==> src/rtl/bmp_pkg.sv <==
package bmp_pkg;
  localparam int unsigned LANES = 4;
  localparam int unsigned IDX_W = 2;

  typedef enum logic [1:0] {
    SZ_FULL = 2'b00,
    SZ_HALF = 2'b01,
    SZ_BYTE = 2'b10,
    SZ_RSVD = 2'b11
  } size_e;

  typedef enum logic [1:0] {
    SW_NONE  = 2'b00,
    SW_REV   = 2'b01,
    SW_HALVES = 2'b10,
    SW_INNER = 2'b11
  } swap_e;

  // parts per entry, minus one
  function automatic logic [IDX_W-1:0] last_part(size_e s);
    case (s)
      SZ_HALF: last_part = IDX_W'(1);
      SZ_BYTE: last_part = IDX_W'(LANES - 1);
      default: last_part = '0;
    endcase
  endfunction

  // source lane xor-mask for each swap code
  function automatic logic [IDX_W-1:0] lane_mask(swap_e s);
    case (s)
      SW_REV:    lane_mask = IDX_W'(3);
      SW_HALVES: lane_mask = IDX_W'(2);
      SW_INNER:  lane_mask = IDX_W'(1);
      default:   lane_mask = '0;
    endcase
  endfunction
endpackage

==> src/rtl/bmp_swap.sv <==
module bmp_swap
  import bmp_pkg::*;
#(
  parameter int unsigned BYTE_W = 9,
  localparam int unsigned WORD_W = LANES * BYTE_W
) (
  input  logic [WORD_W-1:0] word_i,
  input  swap_e             mode_i,
  output logic [WORD_W-1:0] word_o
);
  logic [IDX_W-1:0] mask;
  assign mask = lane_mask(mode_i);

  for (genvar g = 0; g < LANES; g++) begin : g_lane
    logic [IDX_W-1:0] src;
    assign src = IDX_W'(g) ^ mask;
    assign word_o[g*BYTE_W +: BYTE_W] = word_i[src*BYTE_W +: BYTE_W];
  end
endmodule

==> src/rtl/bmp_part_sel.sv <==
module bmp_part_sel
  import bmp_pkg::*;
#(
  parameter int unsigned BYTE_W = 9,
  localparam int unsigned WORD_W = LANES * BYTE_W,
  localparam int unsigned HALF_W = 2 * BYTE_W
) (
  input  logic [WORD_W-1:0] word_i,
  input  size_e             size_i,
  input  logic              big_i,
  input  logic [IDX_W-1:0]  idx_i,
  output logic [WORD_W-1:0] part_o
);
  logic [IDX_W-1:0] lane_no;
  logic             half_no;

  assign lane_no = big_i ? (IDX_W'(LANES - 1) - idx_i) : idx_i;
  assign half_no = big_i ? ~idx_i[0] : idx_i[0];

  always_comb begin
    part_o = '0;
    case (size_i)
      SZ_BYTE: part_o[BYTE_W-1:0] = word_i[lane_no*BYTE_W +: BYTE_W];
      SZ_HALF: part_o[HALF_W-1:0] = word_i[half_no*HALF_W +: HALF_W];
      default: part_o = word_i;
    endcase
  end
endmodule

==> src/rtl/bmp_ctrl.sv <==
module bmp_ctrl
  import bmp_pkg::*;
(
  input  logic             clk_i,
  input  logic             rst_ni,
  input  logic             rd_en_i,
  input  logic             q_empty_i,
  input  size_e            size_i,
  output logic             load_o,
  output logic             adv_o,
  output logic             drained_o,
  output logic [IDX_W-1:0] idx_o
);
  logic [IDX_W-1:0] left_q, idx_q;

  assign drained_o = (left_q == '0);
  assign load_o    = rd_en_i && drained_o && !q_empty_i;
  assign adv_o     = rd_en_i && !drained_o;
  assign idx_o     = load_o ? '0 : idx_q;

  always_ff @(posedge clk_i or negedge rst_ni) begin
    if (!rst_ni) begin
      left_q <= '0;
      idx_q  <= '0;
    end else if (load_o) begin
      left_q <= last_part(size_i);
      idx_q  <= IDX_W'(1);
    end else if (adv_o) begin
      left_q <= left_q - IDX_W'(1);
      idx_q  <= idx_q + IDX_W'(1);
    end
  end

  // parts pending implies at least one part already delivered
  assert_idx_pending_R2: assert property (@(posedge clk_i) disable iff (!rst_ni)
    (left_q != '0) |-> (idx_q != '0));

  assert_load_excl_R2: assert property (@(posedge clk_i) disable iff (!rst_ni)
    !(load_o && adv_o));
endmodule

==> src/rtl/bus_match_port.sv <==
module bus_match_port
  import bmp_pkg::*;
#(
  parameter int unsigned BYTE_W = 9,
  localparam int unsigned WORD_W = LANES * BYTE_W
) (
  input  logic              clk_i,
  input  logic              rst_ni,
  input  logic [WORD_W-1:0] q_data_i,
  input  logic              q_empty_i,
  input  logic              rd_en_i,
  input  logic [1:0]        size_sel_i,
  input  logic              big_endian_i,
  input  logic [1:0]        swap_sel_i,
  output logic [WORD_W-1:0] rd_data_o,
  output logic              q_pop_o
);
  logic              load, adv, drained;
  logic [IDX_W-1:0]  idx;
  logic [WORD_W-1:0] swapped, stage_q, sel_word, part;
  size_e             size_q, sel_size;
  logic              big_q, sel_big;

  bmp_ctrl u_ctrl (
    .clk_i     (clk_i),
    .rst_ni    (rst_ni),
    .rd_en_i   (rd_en_i),
    .q_empty_i (q_empty_i),
    .size_i    (size_e'(size_sel_i)),
    .load_o    (load),
    .adv_o     (adv),
    .drained_o (drained),
    .idx_o     (idx)
  );

  bmp_swap #(.BYTE_W(BYTE_W)) u_swap (
    .word_i (q_data_i),
    .mode_i (swap_e'(swap_sel_i)),
    .word_o (swapped)
  );

  // fetch path uses live settings, drain path uses latched ones
  assign sel_word = load ? swapped : stage_q;
  assign sel_size = load ? size_e'(size_sel_i) : size_q;
  assign sel_big  = load ? big_endian_i : big_q;

  bmp_part_sel #(.BYTE_W(BYTE_W)) u_sel (
    .word_i (sel_word),
    .size_i (sel_size),
    .big_i  (sel_big),
    .idx_i  (idx),
    .part_o (part)
  );

  always_ff @(posedge clk_i or negedge rst_ni) begin
    if (!rst_ni) begin
      stage_q   <= '0;
      size_q    <= SZ_FULL;
      big_q     <= 1'b0;
      rd_data_o <= '0;
    end else begin
      if (load) begin
        stage_q <= swapped;
        size_q  <= size_e'(size_sel_i);
        big_q   <= big_endian_i;
      end
      if (load || adv) rd_data_o <= part;
    end
  end

  assign q_pop_o = load;

  assert_pop_nonempty_R2: assert property (@(posedge clk_i) disable iff (!rst_ni)
    q_pop_o |-> (!q_empty_i && rd_en_i));

  assert_ignored_read_R7: assert property (@(posedge clk_i) disable iff (!rst_ni)
    (rd_en_i && q_empty_i && drained) |=> $stable(rd_data_o));

  assert_idle_hold_R9: assert property (@(posedge clk_i) disable iff (!rst_ni)
    !rd_en_i |=> $stable(rd_data_o));

  assert_byte_upper_zero_R6: assert property (@(posedge clk_i) disable iff (!rst_ni)
    (size_q == SZ_BYTE) |-> (rd_data_o[WORD_W-1:BYTE_W] == '0));

  assert_half_upper_zero_R6: assert property (@(posedge clk_i) disable iff (!rst_ni)
    (size_q == SZ_HALF) |-> (rd_data_o[WORD_W-1:2*BYTE_W] == '0));
endmodule

==> config.mk <==
export PLATFORM = sky130hd
export DESIGN_NAME = bus_match_port
export DESIGN_NICKNAME = d
export VERILOG_FILES = /design/src/rtl/bmp_pkg.sv /design/src/rtl/bmp_swap.sv /design/src/rtl/bmp_part_sel.sv /design/src/rtl/bmp_ctrl.sv /design/src/rtl/bus_match_port.sv
export SDC_FILE = /design/constraint.sdc
export NUM_CORES = 1
export LEC_CHECK = 0
export BUFFER_PORTS_ARGS = -buffer_cell sky130_fd_sc_hd__buf_2
export CAP_MARGIN = 5
export CORE_ASPECT_RATIO = 1.1
export CORE_MARGIN = 3
export CORE_UTILIZATION = 34
export CTS_CLUSTER_SIZE = 28
export DETAILED_ROUTE_END_ITERATION = 10
export GPL_ROUTABILITY_DRIVEN = 0
export RECOVER_POWER = 25
export SYNTH_ARGS = -nofsm -noshare
export SYNTH_HDL_FRONTEND = slang
export SYNTH_SLANG_ARGS = --single-unit
==> constraint.sdc <==
create_clock -name clk_i -period 6.1 [get_ports clk_i]
set_clock_uncertainty 0.15 [all_clocks]
set_input_delay 1.22 -clock clk_i [delete_from_list [all_inputs] [get_ports clk_i]]
set_output_delay 1.22 -clock clk_i [all_outputs]
set_load 0.03 [all_outputs]
# After elaboration in Yosys (flattened, before gate mapping)
# Index checks and enable logic that the tools add are counted.
# op_classes
shift	6
eq_ne	7
bitwise_logic	4
mul	6
n_reduce_logical	9
n_mux	15
addsub	3
# op_table
cell	count
$shiftx 36x7->9	5
$mux 36	1
$pmux 9 s2	2
$shiftx 36x7->18	1
$mul 2x4->6 const B	5
$mux 18	1
$mux 2	7
$eq 2x2->1 const B	4
$eq 2x1->1 const B	3
$pmux 2 s3	1
$mul 1x4->5 const B	1
$pmux 2 s2	1
$logic_and 1x1->1	3
$not 1->1	3
$add 2x1->2 const B	1
$logic_not 1->1	2
$logic_not 2->1	1
$mux 1	2
$not 2->2	1
$reduce_bool 2->1	1
$reduce_or 2->1	1
$sub 2x1->2 const B	1
$sub 2x2->2 const A	1
$logic_or 1x1->1	1
# totals
regBits	79
input_bits	45
out_inout_bits	37

# Longest topological paths before layout
# depth
ltp_word	9
mapped_depth	16

# Cells and area by module
# Synthesis repeated with hierarchy kept, for this count alone.
# hier_totals
hier_cells	384
hier_area_um2	5217.5
# by_module_without_submodules
mod	cells_per_inst	area_per_inst_um2	instances
bus_match_port	158	2795.2	1
bmp_part_sel	157	1187.4	1
bmp_swap	44	955.9	1
bmp_ctrl	25	279.0	1

# Worst setup path after synthesis
# No wires, ideal clock.
# synth_timing
kind	input to register
start	input port rd_en_i
end	register rd_data_o[4]
stages	15
t_arrival_ns	3.822
t_required_ns	5.824
setup_slack_ns	2.001
setup_time_ns	0.126
n_path_buf	6
cell_sequence	buf_2 > nand3b_2 > clkbuf_1 > buf_2 > buf_2 > nand2_1 > a21boi_1 > ha_1 > clkbuf_1 > and2_1 > clkbuf_1 > nand2_1 > o221ai_1 > nor2_1 > a311o_1
# synth_between
elab_chain_cells	8
word_cells_on_any_way	19
# synth_lines
item	line	text
from (decl)	bus_match_port.sv:11	input logic rd_en_i,
$logic_and 1x1->1 (2 in a row)	bmp_ctrl.sv:17	assign load_o = rd_en_i && drained_o && !q_empty_i;
$mux 2	bmp_ctrl.sv:19	assign idx_o = load_o ? '0 : idx_q;
$sub 2x2->2 or $not 1->1 (tied branches)	bmp_part_sel.sv:17, bmp_part_sel.sv:18	
$mux 2 or $mux 1 (tied branches)	bmp_part_sel.sv:17, bmp_part_sel.sv:18	
$mul 2x4->6 or $mul 1x4->5 (tied branches)	bmp_part_sel.sv:23, bmp_part_sel.sv:24	
$shiftx 36x7->9 or $shiftx 36x7->18 (tied branches)	bmp_part_sel.sv:23, bmp_part_sel.sv:24	
$pmux 9 s2	bmp_part_sel.sv:22	case (size_i)
to (signal assigned)	bus_match_port.sv:67	if (load || adv) rd_data_o <= part;
to (decl)	bus_match_port.sv:15	output logic [WORD_W-1:0] rd_data_o,
# Parallel ways exist; a longest one is shown, timed or not.
# A chain may end at the register's enable or synchronous reset.

# Final worst setup path
# layout_timing
start	input port q_empty_i
end	register rd_data_o[6]
# layout_between
elab_chain_cells	8
word_cells_on_any_way	18
# layout_lines
item	line	text
from (decl)	bus_match_port.sv:10	input logic q_empty_i,
$logic_not 1->1 *	bmp_ctrl.sv:17	
$logic_and 1x1->1 *	bmp_ctrl.sv:17	
$mux 2	bmp_ctrl.sv:19	
$sub 2x2->2 or $not 1->1 (tied branches)	bmp_part_sel.sv:17, bmp_part_sel.sv:18	
$mux 2 or $mux 1 (tied branches)	bmp_part_sel.sv:17, bmp_part_sel.sv:18	
$mul 2x4->6 or $mul 1x4->5 (tied branches)	bmp_part_sel.sv:23, bmp_part_sel.sv:24	
$shiftx 36x7->9 or $shiftx 36x7->18 (tied branches)	bmp_part_sel.sv:23, bmp_part_sel.sv:24	
$pmux 9 s2	bmp_part_sel.sv:22	
# Every way passes the cells marked *; elsewhere a longest branch is shown, timed or not.

==> metrics.txt <==
number of global-route vias before repair 4,098; diode count 0; leftover overflow at the end of global routing 0; Post-Syn Instances 502; clock root buffer sky130_fd_sc_hd__clkbuf_16; fill cell total of the finished layout 1,327; most area-consuming cells after synthesis sky130_fd_sc_hd__dfrtp_1 (42%), sky130_fd_sc_hd__mux2i_1 (8.9%), sky130_fd_sc_hd__nand2_1 (6.2%); clk sink count 79; Via Count 4,207; Synth top area share 0.420; Most used DFF post-synth sky130_fd_sc_hd__dfrtp_1; post-synthesis instance area 4700 um2; area of the multi-input gates 2450 um2; count of flip-flops with a built-in enable after synthesis 0; Clk pwr share 0.187; Rows 44; Post-DP HPWL 9970 um; Final Hold Violating Endpoints 0; Max Root-Sink Buffers 2; number of max-slew violations in the final report 80; met2 wirelength from detailed routing 6190 um; CTS Buf Count 9; Post-CTS Setup Repair Bufs 0; IR Drop Worst-Case VDD 201 uV; fraction of synthesis flops using an asynchronous set or reset pin 1.00; post-detailed-routing wire length 13,800 um; failing checks max-capacitance violations, max-slew violations; sequential cell area 1980 um2; total number of nets in the final design 615; post-synthesis area per instance 9.37 um2; status finished with violations; Reg clk slew, reported paths 60 ps; fin crit period 3970 ps; synth cell count leaders sky130_fd_sc_hd__dfrtp_1 (79), sky130_fd_sc_hd__nand2_1 (78), sky130_fd_sc_hd__mux2i_1 (42); part of the cycle the worst path needs 0.650; fmax 252 MHz; CP arrival 4090 ps; antenna violations before repair 0; first-pass GRT wire length 22,100 um; residual DRC count 0; number of buffers inserted by hold repair at cts 0; Power, Total 3.04 mW; sequential cell area fraction in the yosys report 0.420; Synth-to-Final Area Change 17.4%; floorplan core area 13,400 um2; total die area 15,300 um2; Switching Power 1.39 mW; Synth area leader sky130_fd_sc_hd__dfrtp_1; TritonRoute pass-1 iters 6; x dimension of the die 118 um; measured slew at the worst slew-check pin 1980 ps; Combinational Power Share 0.513; amount of wire on met3 after detailed routing 1010 um; Total GRT Usage 0.182; CTS tree yes; floorplan die height 129 um; RSZ-0062 raised after global routing false; maximum number of pins on one net before global-route repair 80; total routed wire length on the met1 layer 6190 um; static leakage 2.62 nW; library cell with the highest instance count after synthesis sky130_fd_sc_hd__dfrtp_1; Critical Path Start Type input pin; Max H-tree Level 3; count of routing violations after the opening detailed-route iteration 427; internal power consumption 1.65 mW; post-CTS sizing 0; Sw Share 0.458; fraction of power consumed by sequential logic 0.300; worst setup path class in -> reg; share of final-layout standard cells stronger than drive strength 1 0.227; Boundary Pins 82; Worst Setup Slack post-DPL 1840 ps; power per cell area 550 nW/um2; top fanout value on the critical path 24; Starting Density 0.351; worst slew margin relative to its limit -0.319; top layer in use met4; number of nets with antenna violations after detailed routing 0; library cells used by synthesis 57; Yosys warning count 0; Via-to-Cell Ratio 5.59; max capacitance violation total 1; final sum of negative setup slack 0 ps; WL per Instance 18.3 um; number of setup violations in the final report 0; Synth Register Bits 79; net count after synthesis 553; worst min-delay path category reg -> reg; number of I/O port buffers 81; CP Data Required Time 6220 ps; Clock Latency Late Sink 340 ps; worst setup slack after layout 2130 ps; nature of the critical path endpoint flop
registers in the layout (all words and copies together) (netlist names):
signal	flops
rd_data_o	36
stage_q	36
size_q	2
u_ctrl.idx_q	2
u_ctrl.left_q	2
big_q	1
metal layers:
metal  track usage  up-vias
met5             0        -
li1              -     1933
met3        0.0349       33
met2         0.278      205
met1         0.253     2036
met4        0.0772        0
through the flow:
stage          utilization  area (um2)  cells  hold slack [ps]
6_report             0.413        5520    752              329
5_1_grt              0.413        5520    752              365
4_1_cts              0.413        5530    752              332
3_5_place_dp         0.390        5210    737              319
3_3_place_gp         0.390        5210    737              317
2_1_floorplan            -        4700    502              304
final timing paths:
path,from,slack [ps],to,cells past startpoint
min reg2reg,rd_data_o[34],330,rd_data_o[34],2
max,q_empty_i,2130,rd_data_o[6],9
max reg2reg,u_ctrl.left_q[0],2480,rd_data_o[6],10
min,rd_data_o[34],330,rd_data_o[34],2
min in group asynchronous,rst_ni,1290,rd_data_o[32],1
max in group asynchronous,rst_ni,3340,size_q[0],1
power by group through the flow:
stage | clock network (mW) | logic, mW | registers, mW
global placement | 0 | 1.52 | 0.910
CTS | 0.579 | 1.55 | 0.911
floorplan | 0 | 0.905 | 1.09
finish | 0.569 | 1.56 | 0.909
detailed placement | 0 | 1.54 | 0.916
global route | 0.600 | 1.69 | 0.938
worst max-delay path: stages:
cell,delay (ps)
sky130_fd_sc_hd__buf_2,130
sky130_fd_sc_hd__nand3b_2,310
sky130_fd_sc_hd__inv_2,500
sky130_fd_sc_hd__a21boi_1,190
sky130_fd_sc_hd__ha_1,460
sky130_fd_sc_hd__nand2_1,380
sky130_fd_sc_hd__o221ai_1,250
sky130_fd_sc_hd__a2111oi_0,470
sky130_fd_sc_hd__a221o_1,170
layout by cell type (no fill, tap or decap), types with 10 or more instances in the layout:
master and count:
sky130_fd_sc_hd__o221ai_1 16, sky130_fd_sc_hd__nand2_1 78, sky130_fd_sc_hd__o21ai_1 17, sky130_fd_sc_hd__inv_1 26, sky130_fd_sc_hd__buf_2 80, sky130_fd_sc_hd__o21ai_0 18
sky130_fd_sc_hd__dfrtp_1 79, sky130_fd_sc_hd__mux2i_1 42, sky130_fd_sc_hd__nor2_1 28, sky130_fd_sc_hd__mux2_2 12, sky130_fd_sc_hd__o22ai_1 12, sky130_fd_sc_hd__nand3_1 10
sky130_fd_sc_hd__a21oi_1 22
kinds of logic (layout without fill, tap and decap cells):
| logic type | count (synthesis) | count (layout) | synth area share |
|---|---|---|---|
| XOR/XNOR | 2 | 2 | 0.00373 |
| adder cells (fa/ha/maj) | 6 | 6 | 0.0160 |
| buffers and inverters | 64 | 130 | 0.0575 |
| flip-flops | 79 | 79 | 0.420 |
| AND/OR/NAND/NOR | 143 | 143 | 0.132 |
| AO/OA/AOI/OAI | 141 | 141 | 0.204 |
| multiplexers | 67 | 67 | 0.166 |
final cells by class:
type	count	area share
multi-input cells	359	0.445
flip-flops and latches	79	0.358
repair buffers	85	0.0782
clock buffers	11	0.0440
well taps	184	0.0417
inverters	30	0.0204
clock inverters	4	0.0127
Note: power is estimated with default switching activity, not from simulation.
